<file path="src/rtl/mdm_scan_pkg.sv">
package mdm_scan_pkg;

    localparam int WORD_W  = 16;
    localparam int B_SCAN  = 15;
    localparam int B_UPD   = 14;
    localparam int CH_LSB  = 10;
    localparam int CH_W    = 4;
    localparam int B_EN_C2 = 7;
    localparam int B_EN_C1 = 6;
    localparam int B_C2    = 5;
    localparam int B_C1    = 4;
    localparam int CMP_LSB = 2;
    localparam int REF_LSB = 0;

    typedef enum logic [1:0] {
        SCAN_OFF  = 2'd0,
        SCAN_SEEK = 2'd1,
        SCAN_HELD = 2'd2,
        SCAN_PARK = 2'd3
    } scan_state_e;

    typedef struct packed {
        logic       en_c2;
        logic       en_c1;
        logic       c2;
        logic       c1;
        logic [1:0] cmp;
        logic [1:0] refv;
    } chan_cfg_t;

endpackage

</file>
<file path="src/rtl/mdm_chan_bank.sv">
module mdm_chan_bank
    import mdm_scan_pkg::*;
#(
    parameter int NCH = 16,
    parameter logic [NCH-1:0] MODEM_MASK = '1
) (
    input  logic                    clk,
    input  logic                    rst_n,
    input  logic                    upd,
    input  logic [$clog2(NCH)-1:0]  upd_ch,
    input  chan_cfg_t               cfg,
    input  logic [2*NCH-1:0]        line_in,
    output logic [2*NCH-1:0]        ctl,
    output logic [2*NCH-1:0]        cmp_en,
    output logic [2*NCH-1:0]        st,
    output logic [2*NCH-1:0]        chg,
    output logic                    st_evt
);

    localparam int CHW = $clog2(NCH);

    logic [NCH-1:0] evt_vec;

    for (genvar g = 0; g < NCH; g++) begin : g_ch
        logic [1:0] ctl_q;
        logic [1:0] cmp_q;
        logic [1:0] ref_q;
        logic [1:0] st_q;
        logic       hang_q;
        logic [1:0] pins;
        logic [1:0] st_nxt;
        logic       sel;
        logic       c1_new;
        logic       c2_new;
        logic       drop;

        assign pins   = line_in[2*g +: 2];
        assign sel    = upd && (upd_ch == CHW'(g));
        assign c2_new = cfg.en_c2 ? cfg.c2 : ctl_q[1];
        assign c1_new = cfg.en_c1 ? cfg.c1 : ctl_q[0];
        // a falling data terminal ready on a modem line hangs the channel up
        assign drop   = sel && MODEM_MASK[g] && ctl_q[0] && !c1_new;
        assign st_nxt = (drop || hang_q) ? 2'b00 : pins;

        always_ff @(posedge clk or negedge rst_n) begin
            if (!rst_n) begin
                ctl_q  <= '0;
                cmp_q  <= '0;
                ref_q  <= '0;
                st_q   <= '0;
                hang_q <= 1'b0;
            end else begin
                if (sel) begin
                    ctl_q <= {c2_new, c1_new};
                    cmp_q <= cfg.cmp;
                    ref_q <= cfg.refv;
                end
                if (drop) begin
                    hang_q <= 1'b1;
                end else if (pins == 2'b00) begin
                    hang_q <= 1'b0;
                end
                st_q <= st_nxt;
            end
        end

        assign evt_vec[g]      = (st_nxt != st_q);
        assign ctl[2*g +: 2]    = ctl_q;
        assign cmp_en[2*g +: 2] = cmp_q;
        assign st[2*g +: 2]     = st_q;
        assign chg[2*g +: 2]    = (st_q ^ ref_q) & cmp_q;
    end

    assign st_evt = |evt_vec;

endmodule

</file>
<file path="src/rtl/mdm_scan_fsm.sv">
module mdm_scan_fsm
    import mdm_scan_pkg::*;
#(
    parameter int NCH = 16
) (
    input  logic                    clk,
    input  logic                    rst_n,
    input  logic                    wr_en,
    input  logic                    wr_scan,
    input  logic                    rd_en,
    input  logic                    irq_clr,
    input  logic                    st_evt,
    input  logic [2*NCH-1:0]        chg,
    output logic [$clog2(NCH)-1:0]  cur_ch,
    output logic                    irq,
    output logic                    scan_on
);

    localparam int CHW = $clog2(NCH);
    localparam logic [CHW-1:0] LAST = CHW'(NCH - 1);

    scan_state_e    state_q, state_d;
    logic [CHW-1:0] cur_q, cur_d;
    logic [CHW-1:0] cnt_q, cnt_d;
    logic [CHW-1:0] nxt_ch;
    logic           flag_q, flag_d;
    logic           scan_q, scan_d;
    logic           step;
    logic           nxt_hot;
    logic           hit;
    logic           lap_end;

    assign nxt_ch  = cur_q + 1'b1;
    assign nxt_hot = |chg[2*nxt_ch +: 2];
    // reads and writes take the cycle; the scan yields to them
    assign step    = (state_q == SCAN_SEEK) && !wr_en && !rd_en;
    assign hit     = step && nxt_hot;
    assign lap_end = step && !nxt_hot && (cnt_q == LAST);

    // next state
    always_comb begin
        state_d = state_q;
        if (wr_en) begin
            if (!wr_scan) begin
                state_d = SCAN_OFF;
            end else if (flag_q && !irq_clr) begin
                state_d = SCAN_HELD;
            end else begin
                state_d = SCAN_SEEK;
            end
        end else begin
            unique case (state_q)
                SCAN_OFF:  state_d = SCAN_OFF;
                SCAN_SEEK: begin
                    if (hit) begin
                        state_d = SCAN_HELD;
                    end else if (lap_end) begin
                        state_d = SCAN_PARK;
                    end
                end
                SCAN_HELD: begin
                    if (irq_clr) begin
                        state_d = SCAN_SEEK;
                    end
                end
                SCAN_PARK: begin
                    if (st_evt) begin
                        state_d = SCAN_SEEK;
                    end
                end
                default:   state_d = SCAN_OFF;
            endcase
        end
    end

    // datapath next values
    always_comb begin
        cur_d  = (rd_en || step) ? nxt_ch : cur_q;
        flag_d = hit ? 1'b1 : (irq_clr ? 1'b0 : flag_q);
        scan_d = wr_en ? wr_scan : scan_q;
        if ((state_q == SCAN_SEEK) && (state_d == SCAN_SEEK) && !wr_en) begin
            cnt_d = step ? cnt_q + 1'b1 : cnt_q;
        end else begin
            cnt_d = '0;
        end
    end

    // state register
    always_ff @(posedge clk or negedge rst_n) begin
        if (!rst_n) begin
            state_q <= SCAN_OFF;
        end else begin
            state_q <= state_d;
        end
    end

    // datapath registers
    always_ff @(posedge clk or negedge rst_n) begin
        if (!rst_n) begin
            cur_q  <= '0;
            cnt_q  <= '0;
            flag_q <= 1'b0;
            scan_q <= 1'b0;
        end else begin
            cur_q  <= cur_d;
            cnt_q  <= cnt_d;
            flag_q <= flag_d;
            scan_q <= scan_d;
        end
    end

    // outputs
    always_comb begin
        cur_ch  = cur_q;
        irq     = flag_q;
        scan_on = scan_q;
    end

endmodule

</file>
<file path="src/rtl/mdm_scan_top.sv">
module mdm_scan_top
    import mdm_scan_pkg::*;
#(
    parameter int NCH = 16,
    parameter logic [NCH-1:0] MODEM_MASK = '1
) (
    input  logic                clk,
    input  logic                rst_n,
    input  logic                wr_en,
    input  logic [WORD_W-1:0]   wr_data,
    input  logic                rd_en,
    output logic [WORD_W-1:0]   rd_data,
    input  logic                irq_clr,
    input  logic [2*NCH-1:0]    line_in,
    output logic [2*NCH-1:0]    ctl_out,
    output logic                irq
);

    localparam int CHW = $clog2(NCH);

    chan_cfg_t        cfg;
    logic [CHW-1:0]   cur_ch;
    logic [2*NCH-1:0] cmp_vec;
    logic [2*NCH-1:0] st_vec;
    logic [2*NCH-1:0] chg_vec;
    logic             st_evt;
    logic             scan_on;
    logic             upd;
    logic             unused_wr_bits;

    assign unused_wr_bits = ^{wr_data[9:8], wr_data[CH_LSB+CH_W-1:CH_LSB]};

    assign upd = wr_en && wr_data[B_UPD];
    assign cfg = '{
        en_c2: wr_data[B_EN_C2],
        en_c1: wr_data[B_EN_C1],
        c2:    wr_data[B_C2],
        c1:    wr_data[B_C1],
        cmp:   wr_data[CMP_LSB +: 2],
        refv:  wr_data[REF_LSB +: 2]
    };

    mdm_chan_bank #(
        .NCH        (NCH),
        .MODEM_MASK (MODEM_MASK)
    ) u_bank (
        .clk     (clk),
        .rst_n   (rst_n),
        .upd     (upd),
        .upd_ch  (wr_data[CH_LSB +: CHW]),
        .cfg     (cfg),
        .line_in (line_in),
        .ctl     (ctl_out),
        .cmp_en  (cmp_vec),
        .st      (st_vec),
        .chg     (chg_vec),
        .st_evt  (st_evt)
    );

    mdm_scan_fsm #(
        .NCH (NCH)
    ) u_fsm (
        .clk     (clk),
        .rst_n   (rst_n),
        .wr_en   (wr_en),
        .wr_scan (wr_data[B_SCAN]),
        .rd_en   (rd_en),
        .irq_clr (irq_clr),
        .st_evt  (st_evt),
        .chg     (chg_vec),
        .cur_ch  (cur_ch),
        .irq     (irq),
        .scan_on (scan_on)
    );

    assign rd_data = {2'b11, CH_W'(cur_ch), chg_vec[2*cur_ch +: 2], 4'b0000,
                      cmp_vec[2*cur_ch +: 2], st_vec[2*cur_ch +: 2]};

endmodule

</file>
<file path="config.mk">
export PLATFORM = sky130hd
export DESIGN_NAME = mdm_scan_top
export DESIGN_NICKNAME = d
export VERILOG_FILES = /design/src/rtl/mdm_scan_pkg.sv /design/src/rtl/mdm_chan_bank.sv /design/src/rtl/mdm_scan_fsm.sv /design/src/rtl/mdm_scan_top.sv
export SDC_FILE = /design/constraint.sdc
export NUM_CORES = 1
export LEC_CHECK = 0
export BUFFER_PORTS_ARGS = -buffer_cell sky130_fd_sc_hd__buf_4
export CORE_ASPECT_RATIO = 1.25
export CORE_MARGIN = 2
export CORE_UTILIZATION = 50
export DETAILED_ROUTE_END_ITERATION = 16
export PLACE_DENSITY = 0.7
export SLEW_MARGIN = 20
export SYNTH_ARGS = -nofsm -noshare
export SYNTH_HDL_FRONTEND = slang
export SYNTH_HIERARCHICAL = 1
export SYNTH_SLANG_ARGS = --single-unit
</file>
<file path="constraint.sdc">
create_clock -name clk -period 2.2 [get_ports clk]
set_input_delay 0.22 -clock clk [delete_from_list [all_inputs] [get_ports clk]]
set_output_delay 0.22 -clock clk [all_outputs]
set_load 0.005 [all_outputs]
</file>
==> impl.org <==
** Status
- Result of the run :: finished, violations left
- The final reports fail on negative setup slack.

** STA
- Final count of negative-setup-slack endpoints :: 11
- At the pin with the least slew margin, the transition time is 717 ps.
- For the final database, setup skew stands at 9.46 ps.
- Setup repair after global routing could not meet its margin everywhere.
- The number of endpoints with negative hold slack in the final report is 0.
- The worst pin sits at a relative slew slack of 52.1%.
- After layout, the worst setup slack is -179 ps.
- Setup_tns :: -1070 ps
- Count of final max-slew check failures :: 0
- On the final layout, the worst hold slack is 23.6 ps.
- Static timing analysis puts the maximum clock frequency at 0.420 GHz.
- After layout, the worst path uses 108% of the clock period.
- The routed design could run at a clock period as short as 2380 ps.

** Pwr
- The internal portion of the total power is 6.77 mW.
- Net switching share of the total power :: 32.9%
- VDD sags by at most 531 uV.
- Leak :: 5.01 nW
- Registers are responsible for 36.3% of the overall power.
- Switching Power :: 3.32 mW
- Clock network fraction of design power :: 28.1%
- Power spread over the standard cell area amounts to 954 mW/mm^2.
- Combinational power share :: 35.6%

** Synth
- Mapped Area :: 0.00827 sq mm
- Syn_area_per_cell :: 12.1 sq um
- Synthesis produced 684 cells.
- Yosys printed 6 warnings.

** Critical path
- Data arrives at the worst endpoint at 2160 ps.
- In this design, the critical path's most frequently occurring cell is sky130_fd_sc_hd__buf_4.
- Along the worst path, the maximum fanout reaches 15.
- Data on the critical path is required at its endpoint by 1980 ps.
- The worst setup path is launched from a register.
- On the critical path, the stage with the largest delay is an instance of sky130_fd_sc_hd__mux4_2.
- Peak per-stage delay on the critical path :: 500 ps
- Critical path type :: reg2out
- STA classifies the critical path endpoint as a primary output.
- Chain of cells forming the critical path :: buf_12 -> buf_4 -> mux4_2 -> a22oi_1 -> nand2_1 -> buf_4

** Die
- During I/O placement, the number of pins put on the boundary was 102.
- Starting density of the core :: 51.0%
- Die Span Y :: 148 um
- After floorplanning, the core was sized to cover 0.0162 sq mm.
- Number of rows created at floorplan :: 52
- Horizontal extent of the die :: 119 um
- The floorplan step defined a die boundary enclosing 0.0176 sq mm.

** Route
- For this run, the detailed router's first-pass iteration total came to 5.
- Met3 WL post-DR :: 952 um
- Metal1 wirelength :: 8920 um
- The first routing iteration left 389 violations.
- Highest Signal Layer :: met4
- In this run the remaining antenna-violating nets after routing total 0.
- Wire length on met2 :: 12,000 um
- Routed wire per std cell :: 20.6 um
- Aggregate routed wire length :: 22,700 um
- Summing over every cut layer, the via total after detailed routing is 6,284.
- After detailed routing, the number of vias per cell comes to 5.71.
- Post-route DRC violation count :: 0

** Finish
- Syn-to-layout area delta :: 27.9%
- Total non-filler cell area in the finished layout :: 0.0106 sq mm
- Share of final-layout standard cells stronger than drive strength 1 :: 42.5%
- Number of diodes added for antenna fixing :: 0
- Fin nets :: 927
- Measured on the finished design, the core utilization comes to 65.3%.

** Clocking
- Clk pin slew, worst setup/hold paths :: 60 ps
- Total CTS buffers :: 17
- The clock reaches the later pin of the worst-skew pair after 440 ps.
- Clock tree synthesis selected as its root buffer the cell sky130_fd_sc_hd__clkbuf_16.
- The clock net in this run drives a total of 155 sinks.
- No sink is reached through more buffers than the 2 on the longest clock path.
- CTS tree :: built
- The H-tree generated during clock tree synthesis spans 4 levels.

** GRT
- Residual overflow from global routing :: 0
- The initial antenna violation count was 0.
- Global-route total usage across every layer :: 26.7%
- The first global-routing pass estimated 35,800 um of wire.
- Entering global routing, the biggest net connects 55 pins.
- Via count of the first global-routing pass :: 6,666

** Run
- Max-cap violations in this run came to 0.

** Place
- Buffers placed on the I/O ports in this run total 93.
- Before CTS, the worst setup slack after placement is -571 ps.
- Cell Area, Placed :: 0.00964 sq mm
- Detailed placement HPWL :: 16,800 um
- At the end of routability-driven placement, the weighted congestion stood at 0.844.

** Hold path
- Min-delay worst type :: in2reg
[cells in the final DEF, fill, tap and decap left out, drive strengths merged, types with 5 or more instances in the layout]
cell and count:
a21oi 9, a22oi 13, a311oi 20, and2 38
and3b 8, buf 200, clkbuf 17, clkinv 5
conb 6, dfrtp 155, inv 31, mux2 98
mux4 28, nand2 61, nand2b 5, nand3 26
nand4 6, nor2 22, nor4 6, o21ai 18
xnor2 26, xor2 45
[repair_timing]
item / CTS / global route
gates resized for setup: 19 / 26
hold buffers: 1 / 0
setup buffers: 18 / 9
endpoints found under the hold margin: 49 / 0
pin swaps: 7 / 8
setup endpoints to repair: 7 / 13
gates cloned: 1 / 0
[flip-flops by register name, summed over array words and instances, names as in the netlist, 2 cells and up]
register	flops
u_fsm/state_q	2
u_fsm/cnt_q	4
u_bank/g_ch.ctl_q	32
u_bank/g_ch.cmp_q	32
u_bank/g_ch.hang_q	16
u_fsm/cur_ch	4
u_bank/g_ch.ref_q	32
u_bank/g_ch.st_q	32
[stage by stage]
step / instances / total power, mW
after floorplan: 688 / 5.64
after global placement: 1041 / 6.70
after detailed placement: 1041 / 6.81
after CTS: 1093 / 9.94
after global routing: 1101 / 10.5
final: 1101 / 10.1
[worst paths after layout]
path	from	to	slack, ps	cells past startpoint
max in group asynchronous	rst_n	u_bank/g_ch[7].st_q[1]	1190	3
worst max register to register	u_fsm/cur_ch[0]	u_fsm/state_q[1]	-60	6
min in group asynchronous	rst_n	u_bank/g_ch[12].cmp_q[1]	340	2
worst min-delay path	line_in[11]	u_bank/g_ch[5].hang_q	20	3
worst max-delay path	u_fsm/cur_ch[0]	rd_data[0]	-180	6
worst min register to register	u_bank/g_ch[1].hang_q	u_bank/g_ch[1].st_q[1]	480	1
[layer usage]
| metal | global-route usage (%) | vias to the layer above |
|---|---|---|
| met5 | 0 | - |
| met4 | 11.1 | 0 |
| met1 | 32.0 | 3200 |
| met3 | 4.63 | 49 |
| met2 | 47.5 | 210 |
| li1 | - | 2825 |
[power groups by stage]
stage	Clock (mW)	Sequential, mW	Combinational (mW)
final	2.83	3.66	3.60
after global routing	2.99	3.71	3.84
after CTS	2.86	3.65	3.43
after detailed placement	0	3.69	3.13
after global placement	0	3.66	3.04
after floorplan	0	3.59	2.05
[cell type report]
cell class                 count  area (sq um)
inverter                      26          97.6
fill                        1220          5630
multi-input combinational    471          4180
clock inverter                15           140
timing repair buffer         201          1580
tap                          216           270
clock buffer                  17           425
sequential                   155          3880
[critical path, delay by kind of cell (launching register included)]
| kind | cells | cell delay [ps] |
|---|---|---|
| DFF | 1 | 470 |
| and+or+nand+nor | 1 | 120 |
| AOI/OAI and AO/OA | 1 | 150 |
| buffers and inverters | 3 | 470 |
| muxes | 1 | 500 |
(Power assumes the default switching activity.)
